### src/rtl/ialu_pkg.sv
package ialu_pkg;
  localparam logic [5:0] OPC_ARITH = 6'h10;
  localparam logic [5:0] OPC_LOGIC = 6'h11;

  localparam logic [6:0] FN_ADDL   = 7'h00;
  localparam logic [6:0] FN_ADDQ   = 7'h20;
  localparam logic [6:0] FN_SUBQ   = 7'h29;
  localparam logic [6:0] FN_ADD4   = 7'h22;
  localparam logic [6:0] FN_SUB4   = 7'h2B;
  localparam logic [6:0] FN_ADD8   = 7'h32;
  localparam logic [6:0] FN_SUB8   = 7'h3B;
  localparam logic [6:0] FN_CEQ    = 7'h2D;
  localparam logic [6:0] FN_CULT   = 7'h1D;
  localparam logic [6:0] FN_CULE   = 7'h3D;
  localparam logic [6:0] FN_CLT    = 7'h4D;
  localparam logic [6:0] FN_CLE    = 7'h6D;

  localparam logic [6:0] FN_AND    = 7'h00;
  localparam logic [6:0] FN_ANDN   = 7'h08;
  localparam logic [6:0] FN_OR     = 7'h20;
  localparam logic [6:0] FN_ORN    = 7'h28;
  localparam logic [6:0] FN_XOR    = 7'h40;
  localparam logic [6:0] FN_XNOR   = 7'h48;
  localparam logic [6:0] FN_MV_ODD = 7'h14;
  localparam logic [6:0] FN_MV_EVN = 7'h16;
  localparam logic [6:0] FN_MV_EQZ = 7'h24;
  localparam logic [6:0] FN_MV_NEZ = 7'h26;
  localparam logic [6:0] FN_MV_LTZ = 7'h44;
  localparam logic [6:0] FN_MV_GEZ = 7'h46;
  localparam logic [6:0] FN_MV_LEZ = 7'h64;
  localparam logic [6:0] FN_MV_GTZ = 7'h66;

  localparam logic [4:0] REG_ZERO  = 5'd31;

  typedef struct packed {
    logic [5:0] opc;
    logic [4:0] ra;
    logic [4:0] rb;
    logic       lit_sel;
    logic [6:0] fn;
    logic [4:0] rc;
  } op_fields_t;
endpackage

### src/rtl/ialu_decode.sv
module ialu_decode #(
  parameter int XLEN  = 64,
  parameter int LIT_W = 8,
  parameter int LIT_LO = 13
) (
  input  logic [31:0]          instr,
  input  logic [XLEN-1:0]      rb_val,
  output ialu_pkg::op_fields_t f,
  output logic [XLEN-1:0]      b_opnd
);
  logic [LIT_W-1:0] lit;

  assign f.opc     = instr[31:26];
  assign f.ra      = instr[25:21];
  assign f.rb      = instr[20:16];
  assign f.lit_sel = instr[12];
  assign f.fn      = instr[11:5];
  assign f.rc      = instr[4:0];

  assign lit    = instr[LIT_LO +: LIT_W];
  assign b_opnd = f.lit_sel ? {{(XLEN-LIT_W){1'b0}}, lit} : rb_val;
endmodule

### src/rtl/ialu_arith.sv
module ialu_arith #(
  parameter int XLEN = 64,
  parameter int LW   = 32
) (
  input  logic [XLEN-1:0] a,
  input  logic [XLEN-1:0] b,
  input  logic [6:0]      fn,
  output logic [XLEN-1:0] res,
  output logic            legal
);
  import ialu_pkg::*;

  localparam int EXT_W = XLEN - LW;

  logic [LW-1:0]   sum_lw;
  logic [XLEN-1:0] a4, a8, lw_ext;
  logic            ult, slt, eq;

  assign sum_lw = a[LW-1:0] + b[LW-1:0];
  assign a4     = a << 2;
  assign a8     = a << 3;
  assign eq     = (a == b);
  assign ult    = (a < b);
  assign slt    = ($signed(a) < $signed(b));

  generate
    if (EXT_W > 0) begin : g_ext
      assign lw_ext = {{EXT_W{sum_lw[LW-1]}}, sum_lw};
    end else begin : g_noext
      assign lw_ext = sum_lw[XLEN-1:0];
    end
  endgenerate

  always_comb begin
    legal = 1'b1;
    res   = '0;
    case (fn)
      FN_ADDL: res = lw_ext;
      FN_ADDQ: res = a + b;
      FN_SUBQ: res = a - b;
      FN_ADD4: res = a4 + b;
      FN_SUB4: res = a4 - b;
      FN_ADD8: res = a8 + b;
      FN_SUB8: res = a8 - b;
      FN_CEQ:  res = {{(XLEN-1){1'b0}}, eq};
      FN_CULT: res = {{(XLEN-1){1'b0}}, ult};
      FN_CULE: res = {{(XLEN-1){1'b0}}, ult | eq};
      FN_CLT:  res = {{(XLEN-1){1'b0}}, slt};
      FN_CLE:  res = {{(XLEN-1){1'b0}}, slt | eq};
      default: legal = 1'b0;
    endcase
  end
endmodule

### src/rtl/ialu_logic.sv
module ialu_logic #(
  parameter int XLEN = 64
) (
  input  logic [XLEN-1:0] a,
  input  logic [XLEN-1:0] b,
  input  logic [6:0]      fn,
  output logic [XLEN-1:0] res,
  output logic            legal,
  output logic            is_mov,
  output logic            mov_ok
);
  import ialu_pkg::*;

  logic a_zero, a_neg;

  assign a_zero = (a == '0);
  assign a_neg  = a[XLEN-1];

  always_comb begin
    legal  = 1'b1;
    is_mov = 1'b0;
    mov_ok = 1'b0;
    res    = '0;
    case (fn)
      FN_AND:    res = a & b;
      FN_ANDN:   res = a & ~b;
      FN_OR:     res = a | b;
      FN_ORN:    res = a | ~b;
      FN_XOR:    res = a ^ b;
      FN_XNOR:   res = a ^ ~b;
      FN_MV_ODD: begin is_mov = 1'b1; res = b; mov_ok = a[0];               end
      FN_MV_EVN: begin is_mov = 1'b1; res = b; mov_ok = ~a[0];              end
      FN_MV_EQZ: begin is_mov = 1'b1; res = b; mov_ok = a_zero;             end
      FN_MV_NEZ: begin is_mov = 1'b1; res = b; mov_ok = ~a_zero;            end
      FN_MV_LTZ: begin is_mov = 1'b1; res = b; mov_ok = a_neg;              end
      FN_MV_GEZ: begin is_mov = 1'b1; res = b; mov_ok = ~a_neg;             end
      FN_MV_LEZ: begin is_mov = 1'b1; res = b; mov_ok = a_neg | a_zero;     end
      FN_MV_GTZ: begin is_mov = 1'b1; res = b; mov_ok = ~a_neg & ~a_zero;   end
      default:   legal = 1'b0;
    endcase
  end
endmodule

### src/rtl/int_op_alu.sv
module int_op_alu #(
  parameter int XLEN  = 64,
  parameter int LW    = 32,
  parameter int LIT_W = 8
) (
  input  logic            clk,
  input  logic            rst,
  input  logic [31:0]     instr_i,
  input  logic [XLEN-1:0] ra_val_i,
  input  logic [XLEN-1:0] rb_val_i,
  output logic [4:0]      rc_o,
  output logic            we_o,
  output logic [XLEN-1:0] result_o,
  output logic            illegal_o
);
  import ialu_pkg::*;

  op_fields_t      fld;
  logic [XLEN-1:0] b_opnd;
  logic [XLEN-1:0] ar_res, lg_res, val;
  logic            ar_legal, lg_legal, lg_mov, lg_ok;
  logic            legal, write_ok, we_n;

  ialu_decode #(.XLEN(XLEN), .LIT_W(LIT_W)) u_dec (
    .instr (instr_i),
    .rb_val(rb_val_i),
    .f     (fld),
    .b_opnd(b_opnd)
  );

  ialu_arith #(.XLEN(XLEN), .LW(LW)) u_arith (
    .a    (ra_val_i),
    .b    (b_opnd),
    .fn   (fld.fn),
    .res  (ar_res),
    .legal(ar_legal)
  );

  ialu_logic #(.XLEN(XLEN)) u_logic (
    .a     (ra_val_i),
    .b     (b_opnd),
    .fn    (fld.fn),
    .res   (lg_res),
    .legal (lg_legal),
    .is_mov(lg_mov),
    .mov_ok(lg_ok)
  );

  always_comb begin
    legal    = 1'b0;
    write_ok = 1'b0;
    val      = '0;
    case (fld.opc)
      OPC_ARITH: begin
        legal    = ar_legal;
        write_ok = 1'b1;
        val      = ar_res;
      end
      OPC_LOGIC: begin
        legal    = lg_legal;
        write_ok = ~lg_mov | lg_ok;
        val      = lg_res;
      end
      default: ;
    endcase
  end

  assign we_n = legal & write_ok & (fld.rc != REG_ZERO);

  always_ff @(posedge clk) begin
    if (rst) begin
      rc_o      <= '0;
      we_o      <= 1'b0;
      result_o  <= '0;
      illegal_o <= 1'b0;
    end else begin
      rc_o      <= fld.rc;
      we_o      <= we_n;
      result_o  <= we_n ? val : '0;
      illegal_o <= ~legal;
    end
  end
endmodule

### config.mk
export PLATFORM = sky130hd
export DESIGN_NAME = int_op_alu
export DESIGN_NICKNAME = d
export VERILOG_FILES = /design/src/rtl/ialu_pkg.sv /design/src/rtl/ialu_decode.sv /design/src/rtl/ialu_arith.sv /design/src/rtl/ialu_logic.sv /design/src/rtl/int_op_alu.sv
export SDC_FILE = /design/constraint.sdc
export NUM_CORES = 2
export LEC_CHECK = 0
export BUFFER_PORTS_ARGS = -buffer_cell sky130_fd_sc_hd__buf_2
export CAP_MARGIN = 20
export CELL_PAD_IN_SITES_DETAIL_PLACEMENT = 1
export CELL_PAD_IN_SITES_GLOBAL_PLACEMENT = 1
export CORE_MARGIN = 2
export CORE_UTILIZATION = 46
export CTS_BUF_LIST = sky130_fd_sc_hd__clkbuf_4 sky130_fd_sc_hd__clkbuf_8 sky130_fd_sc_hd__clkbuf_16
export DETAILED_ROUTE_END_ITERATION = 10
export GPL_ROUTABILITY_DRIVEN = 0
export PLACE_DENSITY = 0.89
export SLEW_MARGIN = 10
export SYNTH_ARGS = -nofsm -noshare
export SYNTH_HDL_FRONTEND = slang
export SYNTH_HIERARCHICAL = 1
export SYNTH_SLANG_ARGS = --single-unit
### constraint.sdc
create_clock -name clk -period 6 [get_ports clk]
set_input_delay 0.9 -clock clk [delete_from_list [all_inputs] [get_ports clk]]
set_output_delay 0.9 -clock clk [all_outputs]
set_load 0.05 [all_outputs]
==> results.json <==
{
  "die_area_um2": 63800,
  "setup.worst_path.start": "instr_i[12]",
  "start_util_pct": 46.3,
  "syn_avg_cell_area_um2": 6.80,
  "path_clk_slew_ps": 70,
  "core_um2": 61400,
  "vias": 37800,
  "htree_levels": 3,
  "drc_errors": 0,
  "ioPinCount": 233,
  "cp-endpoint": "result_o[59]",
  "fin_hold_ws_ps": 711,
  "cts_root_buf": "clkbuf_16",
  "grt_setup_unrepaired": "false",
  "wl_per_cell_um": 28.8,
  "hpwl_um": 115000,
  "critPathLaunchType": "input port",
  "drt_wl_total_um": 150000,
  "grt.overflow.total": 0,
  "worstMarginPinSlew_ps": 1290,
  "dpl_cell_area_um2": 31300,
  "fp.dieH_um": 253,
  "grt_max_degree": 78,
  "final_nets": 4874,
  "crit_path_end_kind": "register",
  "violations": "setup timing",
  "row_count": 91,
  "antenna_found_initial": 9,
  "ys_warn_count": 6,
  "ant_nets": 0,
  "setup_ws_ps": -50.5,
  "drtIter0Drc": 5130,
  "setup_viol": 1,
  "fmax_mhz": 165,
  "tns_ps": -50.5,
  "grt_pass1_vias": 38100,
  "synth_area_um2": 28400,
  "p_leak_nw": 13.3,
  "synth_nets": 4659,
  "required_ps": 6290,
  "cts_tree": "built",
  "clockBufferDepth": 2,
  "relSlewSlack_pct": 13.4,
  "track_usage_pct": 45.3,
  "drv_cap": 0,
  "port_buffers": 227,
  "status": "finished with violations",
  "post_cts_buffers": 0,
  "hold_path.class": "in -> reg",
  "min_period_ps": 6050,
  "first_pass_iters": 9,
  "area_growth_pct": 11.4,
  "via_per_inst": 7.28,
  "vdd_drop_max_uv": 193,
  "period_share_pct": 101,
  "holdBufCountCts": 0,
  "cts_sinks": 71,
  "placed_cells": 5176,
  "grt_pass1_wl_um": 224000,
  "worstPathMaxFanout": 21,
  "cp.arrival_ps": 6340,
  "drive_gt1_share_pct": 15.8,
  "fill_cells": 8126,
  "cts_buffers": 9,
  "critPathKind": "in -> reg",
  "syn_inst": 4183,
  "final_hold_viol_count": 0,
  "powerDensity_nw_per_um2": 138,
  "fin_area_um2": 31700,
  "stdcell_count": 5196,
  "fin_util_pct": 51.6,
  "fp.dieW_um": 253,
  "drv_slew": 0
}
[final cells by class]
class | count | area (um^2) | area share [%]
repair buffers | 495 | 3220 | 10.2
diodes | 3 | 7.51 | 0.0237
well taps | 790 | 988 | 3.12
clock inverters | 6 | 85.1 | 0.269
multi-input cells | 3634 | 25000 | 79.0
inverters | 187 | 703 | 2.22
flip-flops and latches | 71 | 1420 | 4.49
clock buffers | 10 | 233 | 0.735
[worst max-delay path, cell delays in order]
cell	delay (ps)
buf_2	220
buf_12	210
and2b_1	340
ha_1	440
nand4_1	140
nor4_1	290
buf_4	170
nor2_1	70
a31oi_1	450
o21bai_1	220
o31ai_1	1060
a21boi_1	360
buf_4	290
o311a_1	320
o21ai_0	310
o2111ai_1	250
mux2i_1	210
nor4_2	50
[worst min-delay path by stage]
| stage | slack (ps) | cells after the start | start | end |
|---|---|---|---|---|
| final | 710 | 2 | instr_i[2] | rc_o[2] |
| after global routing | 730 | 2 | instr_i[2] | rc_o[2] |
| after CTS | 700 | 2 | instr_i[2] | rc_o[2] |
| after detailed placement | 1140 | 2 | instr_i[2] | rc_o[2] |
| after global placement | 1120 | 2 | instr_i[1] | rc_o[1] |
| after floorplan | 1110 | 2 | instr_i[1] | rc_o[1] |
[timing repair]
action,4_1_cts,5_1_grt
gates resized for setup,0,1
endpoints found under the setup margin,0,1
hold endpoints to repair,0,0
[cells in the final DEF (no fill, tap or decap), types with 45 or more instances in the layout]
cell type	instances
o21bai_1	65
a21oi_1	451
a21o_1	104
nor4_1	66
o21ai_1	69
o22ai_1	47
buf_4	265
mux2i_1	96
nand3_1	77
dfxtp_1	71
inv_1	185
a211oi_1	45
xnor2_1	168
nor2b_1	107
nor4_2	53
o21ai_0	334
nor3_1	81
nand4_1	86
xor2_1	134
nand2_1	364
ha_1	310
buf_2	225
a31oi_1	50
nor2_1	286
mux2_2	67
[per-stage QoR]
step	power, mW	worst slack, ps
after global placement	3.37	56.3
after detailed placement	3.49	-70.6
final	4.38	-50.5
after floorplan	2.45	388
after global routing	4.55	17.9
after CTS	4.19	319
[state kept, by name, summed over array words and instances, names as in the netlist]
name,cells
rc_o,5
result_o,64
illegal_o,1
we_o,1
[report_power, final]
| group | switching, mW | internal, mW |
|---|---|---|
| Sequential | 0.000560 | 0.473 |
| Clock | 0.314 | 0.367 |
| Combinational | 2.10 | 1.12 |
| Total | 2.42 | 1.96 |
[layer usage]
metal | routed length, um | track usage [%] | part of all wire [%] | vias to the layer above
met3 | 18100 | 12.7 | 12 | 972
met2 | 64100 | 69.9 | 43 | 2836
met4 | 13600 | 35.6 | 9.1 | 10
li1 | - | - | - | 16000
met5 | 82 | 0 | 0.055 | -
met1 | 53800 | 52.6 | 36 | 18000
Power figures use the tool's default switching activity.
